--- src/rtl/phase_gen_pkg.sv ---
package phase_gen_pkg;

   typedef enum logic [0:0] {
      SEQ_BINARY = 1'b0,
      SEQ_RING   = 1'b1
   } seq_style_e;

   function automatic int idx_width(input int n);
      return (n > 1) ? $clog2(n) : 1;
   endfunction

endpackage

--- src/rtl/phase_sequencer.sv ---
module phase_sequencer
   import phase_gen_pkg::*;
#(
   parameter int         NUM_PHASES = 4,
   parameter seq_style_e SEQ_STYLE  = SEQ_BINARY,
   localparam int        IW         = idx_width(NUM_PHASES)
) (
   input  logic                  clk,
   input  logic                  rst,
   output logic [NUM_PHASES-1:0] cur_oh,
   output logic [IW-1:0]         cur_idx
);

   localparam logic [IW-1:0] LAST_IDX = IW'(NUM_PHASES - 1);

   generate
      if (SEQ_STYLE == SEQ_BINARY) begin : g_binary
         logic [IW-1:0] cnt_q = '0;

         always_ff @(posedge clk) begin
            if (rst)                    cnt_q <= '0;
            else if (cnt_q == LAST_IDX) cnt_q <= '0;
            else                        cnt_q <= cnt_q + 1'b1;
         end

         always_comb begin
            cur_oh = '0;
            for (int k = 0; k < NUM_PHASES; k++)
               cur_oh[k] = (cnt_q == IW'(k));
         end
         assign cur_idx = cnt_q;


         cnt_range_chk: assert property (@(posedge clk) disable iff (rst)
            (cnt_q <= LAST_IDX));
      end else begin : g_ring
         logic [NUM_PHASES-1:0] tok_q = NUM_PHASES'(1);

         always_ff @(posedge clk) begin
            if (rst) tok_q <= NUM_PHASES'(1);
            else     tok_q <= {tok_q[NUM_PHASES-2:0], tok_q[NUM_PHASES-1]};
         end

         always_comb begin
            cur_idx = '0;
            for (int k = 0; k < NUM_PHASES; k++)
               if (tok_q[k]) cur_idx = cur_idx | IW'(k);
         end
         assign cur_oh = tok_q;


         token_onehot_chk: assert property (@(posedge clk)
            $onehot(tok_q));
      end
   endgenerate

endmodule

--- src/rtl/phase_strobe_bank.sv ---
module phase_strobe_bank
   import phase_gen_pkg::*;
#(
   parameter int  NUM_PHASES = 4,
   localparam int IW         = idx_width(NUM_PHASES)
) (
   input  logic                  clk,
   input  logic                  rst,
   input  logic [NUM_PHASES-1:0] nxt_oh,
   input  logic [IW-1:0]         nxt_idx,
   output logic [NUM_PHASES-1:0] en_q,
   output logic [IW-1:0]         idx_q
);

   logic [NUM_PHASES-1:0] en_r  = '0;
   logic [IW-1:0]         idx_r = '0;

   always_ff @(posedge clk) begin
      if (rst) begin
         en_r  <= '0;
         idx_r <= '0;
      end else begin
         en_r  <= nxt_oh;
         idx_r <= nxt_idx;
      end
   end

   assign en_q  = en_r;
   assign idx_q = idx_r;


   rst_clear_chk: assert property (@(posedge clk)
      rst |=> (en_q == '0 && idx_q == '0));


   midrst_clear_chk: assert property (@(posedge clk)
      (rst && (en_q != '0)) |=> (en_q == '0));


   release_chk: assert property (@(posedge clk)
      $fell(rst) |=> (en_q == NUM_PHASES'(1) && idx_q == '0));

endmodule

--- src/rtl/phase_enable_gen.sv ---
module phase_enable_gen
   import phase_gen_pkg::*;
#(
   parameter int         NUM_PHASES = 4,
   parameter seq_style_e SEQ_STYLE  = SEQ_BINARY,
   localparam int        IW         = idx_width(NUM_PHASES)
) (
   input  logic                  clk,
   input  logic                  rst,
   output logic [NUM_PHASES-1:0] phase_en,
   output logic [IW-1:0]         phase_idx
);

   generate
      if (NUM_PHASES < 2) begin : g_bad_n
         $error("phase_enable_gen: NUM_PHASES must be at least 2");
      end
      if (NUM_PHASES > 64) begin : g_big_n
         $error("phase_enable_gen: NUM_PHASES above 64 not supported");
      end
   endgenerate

   logic [NUM_PHASES-1:0] seq_oh;
   logic [IW-1:0]         seq_idx;

   phase_sequencer #(
      .NUM_PHASES (NUM_PHASES),
      .SEQ_STYLE  (SEQ_STYLE)
   ) u_seq (
      .clk     (clk),
      .rst     (rst),
      .cur_oh  (seq_oh),
      .cur_idx (seq_idx)
   );

   phase_strobe_bank #(
      .NUM_PHASES (NUM_PHASES)
   ) u_bank (
      .clk     (clk),
      .rst     (rst),
      .nxt_oh  (seq_oh),
      .nxt_idx (seq_idx),
      .en_q    (phase_en),
      .idx_q   (phase_idx)
   );


   onehot_chk: assert property (@(posedge clk) disable iff (rst)
      (phase_en != '0) |=> $onehot(phase_en));


   order_chk: assert property (@(posedge clk) disable iff (rst)
      (phase_en != '0) |=>
         (phase_en == {$past(phase_en[NUM_PHASES-2:0]), $past(phase_en[NUM_PHASES-1])}));


   idx_match_chk: assert property (@(posedge clk) disable iff (rst)
      (phase_en != '0) |-> phase_en[phase_idx]);

endmodule

--- config.mk ---
export PLATFORM = sky130hd
export DESIGN_NAME = phase_enable_gen
export DESIGN_NICKNAME = d
export VERILOG_FILES = /design/src/rtl/phase_gen_pkg.sv /design/src/rtl/phase_sequencer.sv /design/src/rtl/phase_strobe_bank.sv /design/src/rtl/phase_enable_gen.sv
export SDC_FILE = /design/constraint.sdc
export NUM_CORES = 1
export LEC_CHECK = 0
export CAP_MARGIN = 20
export CORE_AREA = 4 4 41 43
export DETAILED_ROUTE_END_ITERATION = 7
export DIE_AREA = 0 0 45 47
export DONT_BUFFER_PORTS = 1
export PLACE_DENSITY = 0.42
export SLEW_MARGIN = 10
export SYNTH_ARGS = -nofsm -noshare
export SYNTH_HDL_FRONTEND = slang
export SYNTH_SLANG_ARGS = --single-unit
--- constraint.sdc ---
create_clock -name clk -period 1.5 [get_ports clk]
set_clock_uncertainty 0.15 [all_clocks]
set_input_delay 0.15 -clock clk [delete_from_list [all_inputs] [get_ports clk]]
set_output_delay 0.15 -clock clk [all_outputs]
set_load 0.03 [all_outputs]
==> out/metrics.cfg, run 1 <==
[detailed_routing]
first_iter_violations=1
drc=0
wl_met3_um=60
met1_length_um=129
drt-pass1-iter-count=2
antenna_left=0
wl_per_cell_um=8.171
dr.max_layer_used=met3
vias=141
wl_um=335
viasPerCell=3.439
route.met2.wl_um=145

[global_route]
antenna_found_initial=0
grt_pass1_wl_um=538
grt_pass1_vias=140
grt_use_total=0.04596
grt_max_degree=9
grt_overflow=0

[job]
maxCapViolations=0

[worst_setup_path]
path_depth=3
reg2regPathDepth=3
crit_start=u_seq.cur_idx[0]
crit_arrival_ns=1.14
startpoint_type=flop
path_delay_family=flip-flops
cp_cell_sequence=inv_1 > ha_1 > nor3b_2
reg2reg_slack_ns=0.34
r2r_end=u_seq.cur_idx[1]
worst_setup_path_end_kind=flop
crit_path_end=u_seq.cur_idx[1]
crit-reg2reg-launch=u_seq.cur_idx[0]
critPathKind=flop to flop
cp_max_fo=5
path_buf_inv=1
required_ns=1.48
worst_path_largest_cell_delay_ns=0.39
crit_slowest_cell=dfxtp_1

[sta]
fin_tns_setup_ns=0
post-route-min-period_ns=1.155
setup_viol=0
fin_crit_sh=0.7701
rsz0062_at_grt=false
worstMarginPinSlew_ns=0.2964
max_freq_ghz=0.8657
slew_viol_final=0
maxSlewHeadroom=0.8021
finalHoldViolations=0

[synth]
netlist_area_um2=272.8
synth_top_area_frac=0.5872
synth_area_leaders=dfxtp_1, ha_1, nor2b_1
ys_seq_elements=8
yosysWarnings=0
syn_inst=22
syn_nets=28
yosys.area.top_type=dfxtp_1
syn_avg_cell_area_um2=12.40
synth.distinct_cells=6
synth_seq_area_share=0.5872

[cts]
cts_resized=0
numCtsBuffers=3
cts_tree=yes
clock_sinks=8
clock_path_buffers=2
postCtsSetupBuffers=0
clkTransAtPathRegs_ns=0.05
clock_latency_ns=0.25
htreeDepth=1
root_buffer=clkbuf_4
holdBufCountCts=1

[floorplanning]
dieWidth_um=45
die_area_um2=2115
pin_count=8
rows=13
core_area_um2=1301
start_util=0.2096
dieHeight_um=47

[power_and_ir_drop]
peakVddDrop_v=0.0004867
power_density_nw_per_um2=1407
total_power_mw=0.4561
p_leak_nw=0.1396

[placement]
io_buffers=0
gp_congestion=0.5836
placedCellCount=37
hpwl_um=271.5

[layout]
drive_gt1_frac=0.1538
nets=34
final_util=0.2490
syn_to_final_growth_pct=18.81
final_cells=41
antennaDiodeCount=0

[worst_hold_path]
hold_class=flop to flop
min_from=u_seq.cur_idx[0]

[run_status]
status=complete, no violations

## cells in the mapped netlist
cell type  count
dfxtp_1        8
ha_1           4
inv_1          2
nor2b_1        6
nor3_1         1
nor3b_2        1
## layout make-up
cell class | count | area (um^2)
inverter | 2 | 7.507
multi-input combinational | 12 | 105.1
clock buffer | 3 | 22.52
tap | 15 | 18.77
fill | 146 | 977.2
timing repair buffer | 1 | 10.01
sequential | 8 | 160.2
## sequential cells by signal, indices dropped and copies added, names as in the netlist
name,count
u_bank.en_q,4
u_bank.idx_q,2
u_seq.cur_idx,2
## kinds of logic after synthesis
kind of cell	synth area share
and+or+nand+nor	0.2018
adders and majority gates	0.1835
DFF	0.5871
buffers and inverters	0.02753
## stage by stage
step	worst slack, ns	instance area, um^2	hold WS (ns)
after floorplan	0.4011	272.8	0.07074
after global placement	0.3673	291.5	0.07224
after detailed placement	0.3528	291.5	0.07320
after CTS	0.3398	324.1	0.3620
after global routing	0.2770	324.1	0.3951
final	0.3448	324.1	0.3613
## metal layers
metal / up-vias / track usage
li1: 76 / -
met1: 57 / 0.03440
met2: 8 / 0.05367
met3: 0 / 0.06897
met4: 0 / 0.03509
met5: - / 0
## cell usage in the layout (no fill, tap or decap)
cell type	netlist	routed
nor2b_1	6	6
dfxtp_1	8	8
nor3b_2	1	1
dlygate4sd3_1	0	1
ha_1	4	4
clkbuf_4	0	3
nor3_1	1	1
inv_1	2	2
## how the worst min path moves through the flow
stage,end,slack [ns],cells past startpoint
finish,u_seq.cur_idx[0],0.36,1
global route,u_seq.cur_idx[0],0.40,1
CTS,u_seq.cur_idx[0],0.36,1
detailed placement,u_seq.cur_idx[1],0.07,1
global placement,u_seq.cur_idx[1],0.07,1
floorplan,u_seq.cur_idx[1],0.07,1
## where the power goes
group / switching, mW / total (mW) / leakage [nW] / internal (mW)
logic: 0.0144 / 0.0342 / 0.0599 / 0.0198
registers: 0.0369 / 0.270 / 0.0659 / 0.233
clock network: 0.0610 / 0.152 / 0.0138 / 0.0907
total: 0.112 / 0.456 / 0.140 / 0.344
No activity file was read; power rests on OpenSTA's default activity.
==> inputs of run 2 (changes only) <==
--- a/config.mk
+++ b/config.mk
@@ -10,7 +10,7 @@
 export DETAILED_ROUTE_END_ITERATION = 7
 export DIE_AREA = 0 0 45 47
 export DONT_BUFFER_PORTS = 1
-export PLACE_DENSITY = 0.42
+export PLACE_DENSITY = 0.43
 export SLEW_MARGIN = 10
 export SYNTH_ARGS = -nofsm -noshare
 export SYNTH_HDL_FRONTEND = slang
==> constraint.sdc (replaced) <==
create_clock -name clk -period 0.97 [get_ports clk]
set_clock_uncertainty 0.15 [all_clocks]
set_input_delay 0.097 -clock clk [delete_from_list [all_inputs] [get_ports clk]]
set_output_delay 0.097 -clock clk [all_outputs]
set_load 0.03 [all_outputs]
==> out/metrics.cfg, run 2 (same netlist as run 1, synthesis figures left out) <==
[detailed_routing]
antenna_left=0  ; unchanged
drc=0  ; unchanged
first_iter_violations=0  ; -1
drt-pass1-iter-count=1  ; -1
wl_per_cell_um=9.405  ; +15%
vias=161  ; +14%
wl_um=395  ; +18%
viasPerCell=3.833  ; +11%

[layout]
nets=35  ; +2.9%
drive_gt1_frac=0.7037  ; +0.5499
largest_reg_flops=4  ; unchanged
fillCellCount=146  ; unchanged
final_common_cell=dfxtp_2
multi_input_area_um2=122.6  ; +17%
seq_area_um2=172.7  ; +7.8%
syn_to_final_growth_pct=33.94
layout_common_cells=dfxtp_2, nor2b_1, clkbuf_4
antennaDiodeCount=0  ; unchanged

[worst_setup_path]
cp_cell_sequence=inv_4 > ha_4 > nor3b_2
required_ns=0.96  ; -0.52 ns
critPathKind=flop to flop
startpoint_type=flop
cp_max_fo=4  ; -1
worst_path_largest_cell_delay_ns=0.37  ; -0.02 ns
crit_slowest_cell=dfxtp_4
crit_arrival_ns=1.02  ; -0.12 ns
worst_setup_path_end_kind=flop

[sta]
rsz0062_at_grt=true
worstMarginPinSlew_ns=0.1514  ; -0.1450 ns
setup_viol=3  ; +3
slew_viol_final=0  ; unchanged
fin_crit_sh=1.058  ; +0.2878
finalHoldWorstSlack_ns=-0.2477  ; -0.6089 ns
max_freq_ghz=0.9745  ; +13%
post-route-min-period_ns=1.026  ; -0.1290 ns
worst_slack_ns=-0.05622  ; -0.4010 ns
finalHoldViolations=8  ; +8
maxSlewHeadroom=0.8983  ; +0.09615
fin_tns_setup_ns=-0.1264  ; -0.1264 ns

[cts]
root_buffer=clkbuf_4
clkTransAtPathRegs_ns=0.05  ; about the same
postCtsSetupBuffers=0  ; unchanged
htreeDepth=1  ; unchanged
cts_tree=yes
clock_sinks=8  ; unchanged
clock_latency_ns=0.25  ; about the same
clock_path_buffers=2  ; unchanged
numCtsBuffers=3  ; unchanged

[run_status]
status=finished, violations left
violations=negative hold slack, negative setup slack

[power_and_ir_drop]
total_power_mw=0.7515  ; +65%
p_leak_nw=0.1470  ; +5.3%
power_density_nw_per_um2=2057  ; +46%
peakVddDrop_v=0.0005240  ; +7.7%

[floorplanning]
start_util=0.2096  ; unchanged
pin_count=8  ; unchanged
dieWidth_um=45  ; unchanged
rows=13  ; unchanged
die_area_um2=2115  ; unchanged
dieHeight_um=47  ; unchanged
core_area_um2=1301  ; unchanged

[global_route]
grt_pass1_vias=167  ; +19%
antenna_found_initial=0  ; unchanged
grt_overflow=0  ; unchanged
grt_use_total=0.04834  ; +0.002377
grt_max_degree=9  ; unchanged
grt_pass1_wl_um=641  ; +19%

[job]
maxCapViolations=0  ; unchanged

[worst_hold_path]
hold_class=input pin to flop

[placement]
io_buffers=0  ; unchanged
gp_congestion=0.6346  ; +8.7%

==> run 2: cell count changes in the layout (fill, tap and decap cells not counted), sizes merged <==
cell / delta
buf: +2
dlygate4sd3: -1
==> run 2: power by group <==
part,switching (mW),internal [mW]
combinational,0.0291,0.0498
sequential,0.0605,0.367
clock,0.104,0.141
total,0.194,0.558
==> run 2: area by class of cell <==
| cell class | count | area share |
|---|---|---|
| inverters | 2 | 0.02740 |
| clock buffers | 3 | 0.06164 |
| flip-flops and latches | 8 | 0.4726 |
| well taps | 15 | 0.05137 |
| repair buffers | 2 | 0.05137 |
| multi-input cells | 12 | 0.3356 |
==> run 2: critical path, delay by kind of cell, from the launching register on <==
| kind | cells | cell delay (ns) |
|---|---|---|
| buffers and inverters | 1 | 0.04 |
| AND/OR/NAND/NOR | 1 | 0.14 |
| adder cells (fa/ha/maj) | 1 | 0.22 |
| flip-flops | 1 | 0.37 |
==> run 2: path summary, 6_finish.rpt <==
check / cells after the start / endpoint / from / slack (ns)
setup / recovery: 3 / u_seq.cur_idx[1] / u_seq.cur_idx[0] / -0.06
hold / removal: 1 / u_seq.cur_idx[1] / rst / -0.25
setup reg to reg: 3 / u_seq.cur_idx[1] / u_seq.cur_idx[0] / -0.06
hold reg to reg: 1 / u_seq.cur_idx[0] / u_seq.cur_idx[0] / 0.31
==> run 2: timing repair <==
action,4_1_cts,5_1_grt
pin swaps,0,1
gates resized for setup,9,3
endpoints found under the hold margin,8,8
endpoints found under the setup margin,10,5
==> run 2: stage by stage <==
step           instances  setup slack, ns  instance area, um^2  utilization  hold slack, ns
2_1_floorplan         22         -0.06393                275.3            -         0.01032
3_3_place_gp          39         -0.08104                309.0       0.2375         0.01248
3_5_place_dp          39         -0.08945                309.0       0.2375         0.01250
4_1_cts               42         -0.09684                347.8       0.2673         -0.2622
5_1_grt               42         -0.09859                365.4       0.2808         -0.2748
6_report              42         -0.05622                365.4       0.2808         -0.2477
==> run 2: metal layers <==
metal  vias up  global-route usage  wire length [um]
li1         78                   -                 -
met1        73             0.04128               144
met2        10             0.06215               172
met3         0             0.06897                79
met4         0             0.01754                 0
met5         -                   0                 0
==> inputs of run 3 (changes only) <==
--- a/config.mk
+++ b/config.mk
@@ -10,8 +10,9 @@
 export DETAILED_ROUTE_END_ITERATION = 7
 export DIE_AREA = 0 0 45 47
 export DONT_BUFFER_PORTS = 1
-export PLACE_DENSITY = 0.43
+export PLACE_DENSITY = 0.44
 export SLEW_MARGIN = 10
 export SYNTH_ARGS = -nofsm -noshare
 export SYNTH_HDL_FRONTEND = slang
+export SYNTH_HIERARCHICAL = 1
 export SYNTH_SLANG_ARGS = --single-unit
==> out/metrics.cfg, run 3 <==
[worst_hold_path]
min_to=u_seq/cur_idx[0]
hold_class=input pin to flop
min_path_cells=1  ; unchanged
min_from=rst

[synth]
synth-edff-count=0  ; unchanged
syn_inst=22  ; unchanged
synth.distinct_cells=6  ; unchanged
synth_seq_area_share=0.5766  ; -0.01058
netlist_area_um2=277.8  ; +1.8%
ys_seq_elements=8  ; unchanged
synth_area_leaders=dfxtp_1, ha_1, nor2b_1
yosys.area.top_type=dfxtp_1
synth-xor-area-share=0  ; unchanged
syn_nets=28  ; unchanged
syn_avg_cell_area_um2=12.63  ; +1.8%
synthMuxAreaShare=0  ; unchanged
async_flop_share=0  ; unchanged
synth-main-ff-cell=dfxtp_1
synth_compound_area_frac=0  ; unchanged
yosysWarnings=6  ; +6
synthTopCellsByCount=dfxtp_1, nor2b_1, ha_1
synth_top_area_frac=0.5766  ; -0.01058
synth.most_common_cell=dfxtp_1
synth-simple-area-share=0.2162  ; +0.01438
synth_top_family_by_area=simple AND/OR/NAND/NOR gates
synthAdderAreaFrac=0.1802  ; -0.003306

[cts]
root_buffer=clkbuf_4
htreeDepth=1  ; unchanged
cts_tree=yes
postCtsSetupBuffers=0  ; unchanged
numCtsBuffers=3  ; unchanged
clock_sinks=8  ; unchanged
clkTransAtPathRegs_ns=0.05  ; about the same
clock_latency_ns=0.25  ; about the same
clock_path_buffers=2  ; unchanged

[layout]
antennaDiodeCount=0  ; unchanged
multi_input_area_um2=140.1  ; +14%
nets=36  ; +2.9%
final_common_cell=dfxtp_2
fillCellCount=146  ; unchanged
layout_common_cells=dfxtp_2, nor2b_1, clkbuf_4, ha_2, buf_4
syn_to_final_growth_pct=40.54
largest_reg_flops=4  ; unchanged
drive_gt1_frac=0.8571  ; +0.1534
stdcell_area_um2=390.4  ; +6.8%
seq_area_um2=172.7  ; unchanged

[sta]
slew_viol_final=0  ; unchanged
finalHoldViolations=8  ; unchanged
post-route-min-period_ns=1.024  ; -0.002554 ns
worst_slack_ns=-0.05366  ; +0.002554 ns
setup_viol=3  ; unchanged
fin_crit_sh=1.055  ; -0.002633
finalHoldWorstSlack_ns=-0.2532  ; -0.005523 ns
max_freq_ghz=0.9769  ; +0.25%
worstMarginPinSlew_ns=0.1609  ; +0.009465 ns
rsz0062_at_grt=true
maxSlewHeadroom=0.8930  ; -0.005282

[floorplanning]
die_area_um2=2115  ; unchanged
core_area_um2=1301  ; unchanged
start_util=0.2135  ; +0.003846
dieHeight_um=47  ; unchanged
rows=13  ; unchanged
pin_count=8  ; unchanged
dieWidth_um=45  ; unchanged

[worst_setup_path]
crit-reg2reg-launch=u_seq/cur_idx[0]
cp_max_fo=4  ; unchanged
worst_setup_path_end_kind=flop
r2r_end=u_bank/en_q[1]
startpoint_type=flop
crit_start=u_seq/cur_idx[0]
reg2regPathDepth=3  ; unchanged
critPathKind=flop to flop
required_ns=0.96  ; about the same
crit_arrival_ns=1.01  ; about the same
reg2reg_slack_ns=-0.05  ; about the same

[detailed_routing]
vias=162  ; +0.62%
antenna_left=0  ; unchanged
drt-pass1-iter-count=1  ; unchanged
wl_per_cell_um=9.977  ; +6.1%
wl_um=429  ; +8.6%
drc=0  ; unchanged
first_iter_violations=0  ; unchanged
viasPerCell=3.767  ; -1.7%

[power_and_ir_drop]
peakVddDrop_v=0.0006315  ; +21%
power_density_nw_per_um2=1960  ; -4.7%
p_leak_nw=0.1553  ; +5.6%

[global_route]
grt.busiest_layer=met2
grt_overflow=0  ; unchanged
met2_usage=0.06497  ; +0.002825
grtUsageMet1=0.04348  ; +0.002194
use_met3=0.06130  ; -0.007663
grt_max_degree=9  ; unchanged
antenna_found_initial=0  ; unchanged
grt_pass1_wl_um=641  ; unchanged
grt_use_total=0.04830  ; about the same
grt_pass1_vias=162  ; -3.0%

[placement]
io_buffers=0  ; unchanged
gp_congestion=0.6157  ; -3.0%
placed_area_um2=321.6  ; +4.0%
place_ws_ns=-0.09746  ; -0.008017 ns

[job]
maxCapViolations=0  ; unchanged

[run_status]
violations=negative hold slack, negative setup slack
status=finished, violations left

[run 3: cell families after synthesis]
| group | after synthesis |
|---|---|
| adders and majority gates | 4 |
| buffers and inverters | 2 |
| and+or+nand+nor | 8 |
| DFF | 8 |
[run 3: metal layers]
layer / share of wire / vias up / wire length [um]
li1: - / 81 / -
met1: 0.38 / 74 / 162
met2: 0.48 / 7 / 208
met3: 0.14 / 0 / 58
met4: 0 / 0 / 0
met5: 0 / - / 0
[run 3: timing repair]
| item | 4_1_cts | 5_1_grt |
|---|---|---|
| resized for setup | 11 | 4 |
| endpoints found under the hold margin | 8 | 8 |
| setup endpoints to repair | 9 | 5 |
[run 3: worst max-delay path, cell delays in order, from the launching register on]
cell,delay [ns]
dfxtp_4,0.36
buf_6,0.11
ha_2,0.17
nor2b_4,0.12
[run 3: layout make-up]
class / instances / area share
multi-input cells: 12 / 0.3590
flip-flops and latches: 8 / 0.4423
clock buffers: 3 / 0.05769
inverters: 2 / 0.02564
well taps: 15 / 0.04808
repair buffers: 3 / 0.06731
[run 3: how the worst max path moves through the flow]
stage,cells past startpoint,endpoint
2_1_floorplan,3,u_seq/cur_idx[1]
3_3_place_gp,3,u_seq/cur_idx[1]
3_5_place_dp,3,u_seq/cur_idx[1]
4_1_cts,3,u_seq/cur_idx[1]
5_1_grt,3,u_seq/cur_idx[1]
6_report,3,u_bank/en_q[1]
[run 3: per-stage QoR]
stage,TNS (ns),util,instances,power [mW],hold slack (ns)
3_5_place_dp,-0.1640,0.2471,40,0.5019,0.006389
3_3_place_gp,-0.1395,0.2471,40,0.5013,0.005916
4_1_cts,-0.1328,0.2885,43,0.7708,-0.2646
6_report,-0.1458,0.3000,43,0.7650,-0.2532
2_1_floorplan,-0.07327,-,22,0.4689,0.004040
5_1_grt,-0.2761,0.3000,43,0.8206,-0.2673
[run 3: report_power, final]
part	leakage [nW]	internal (mW)	switching, mW
sequential	0.0691	0.367	0.0598
clock	0.0138	0.141	0.101
combinational	0.0724	0.0621	0.0340
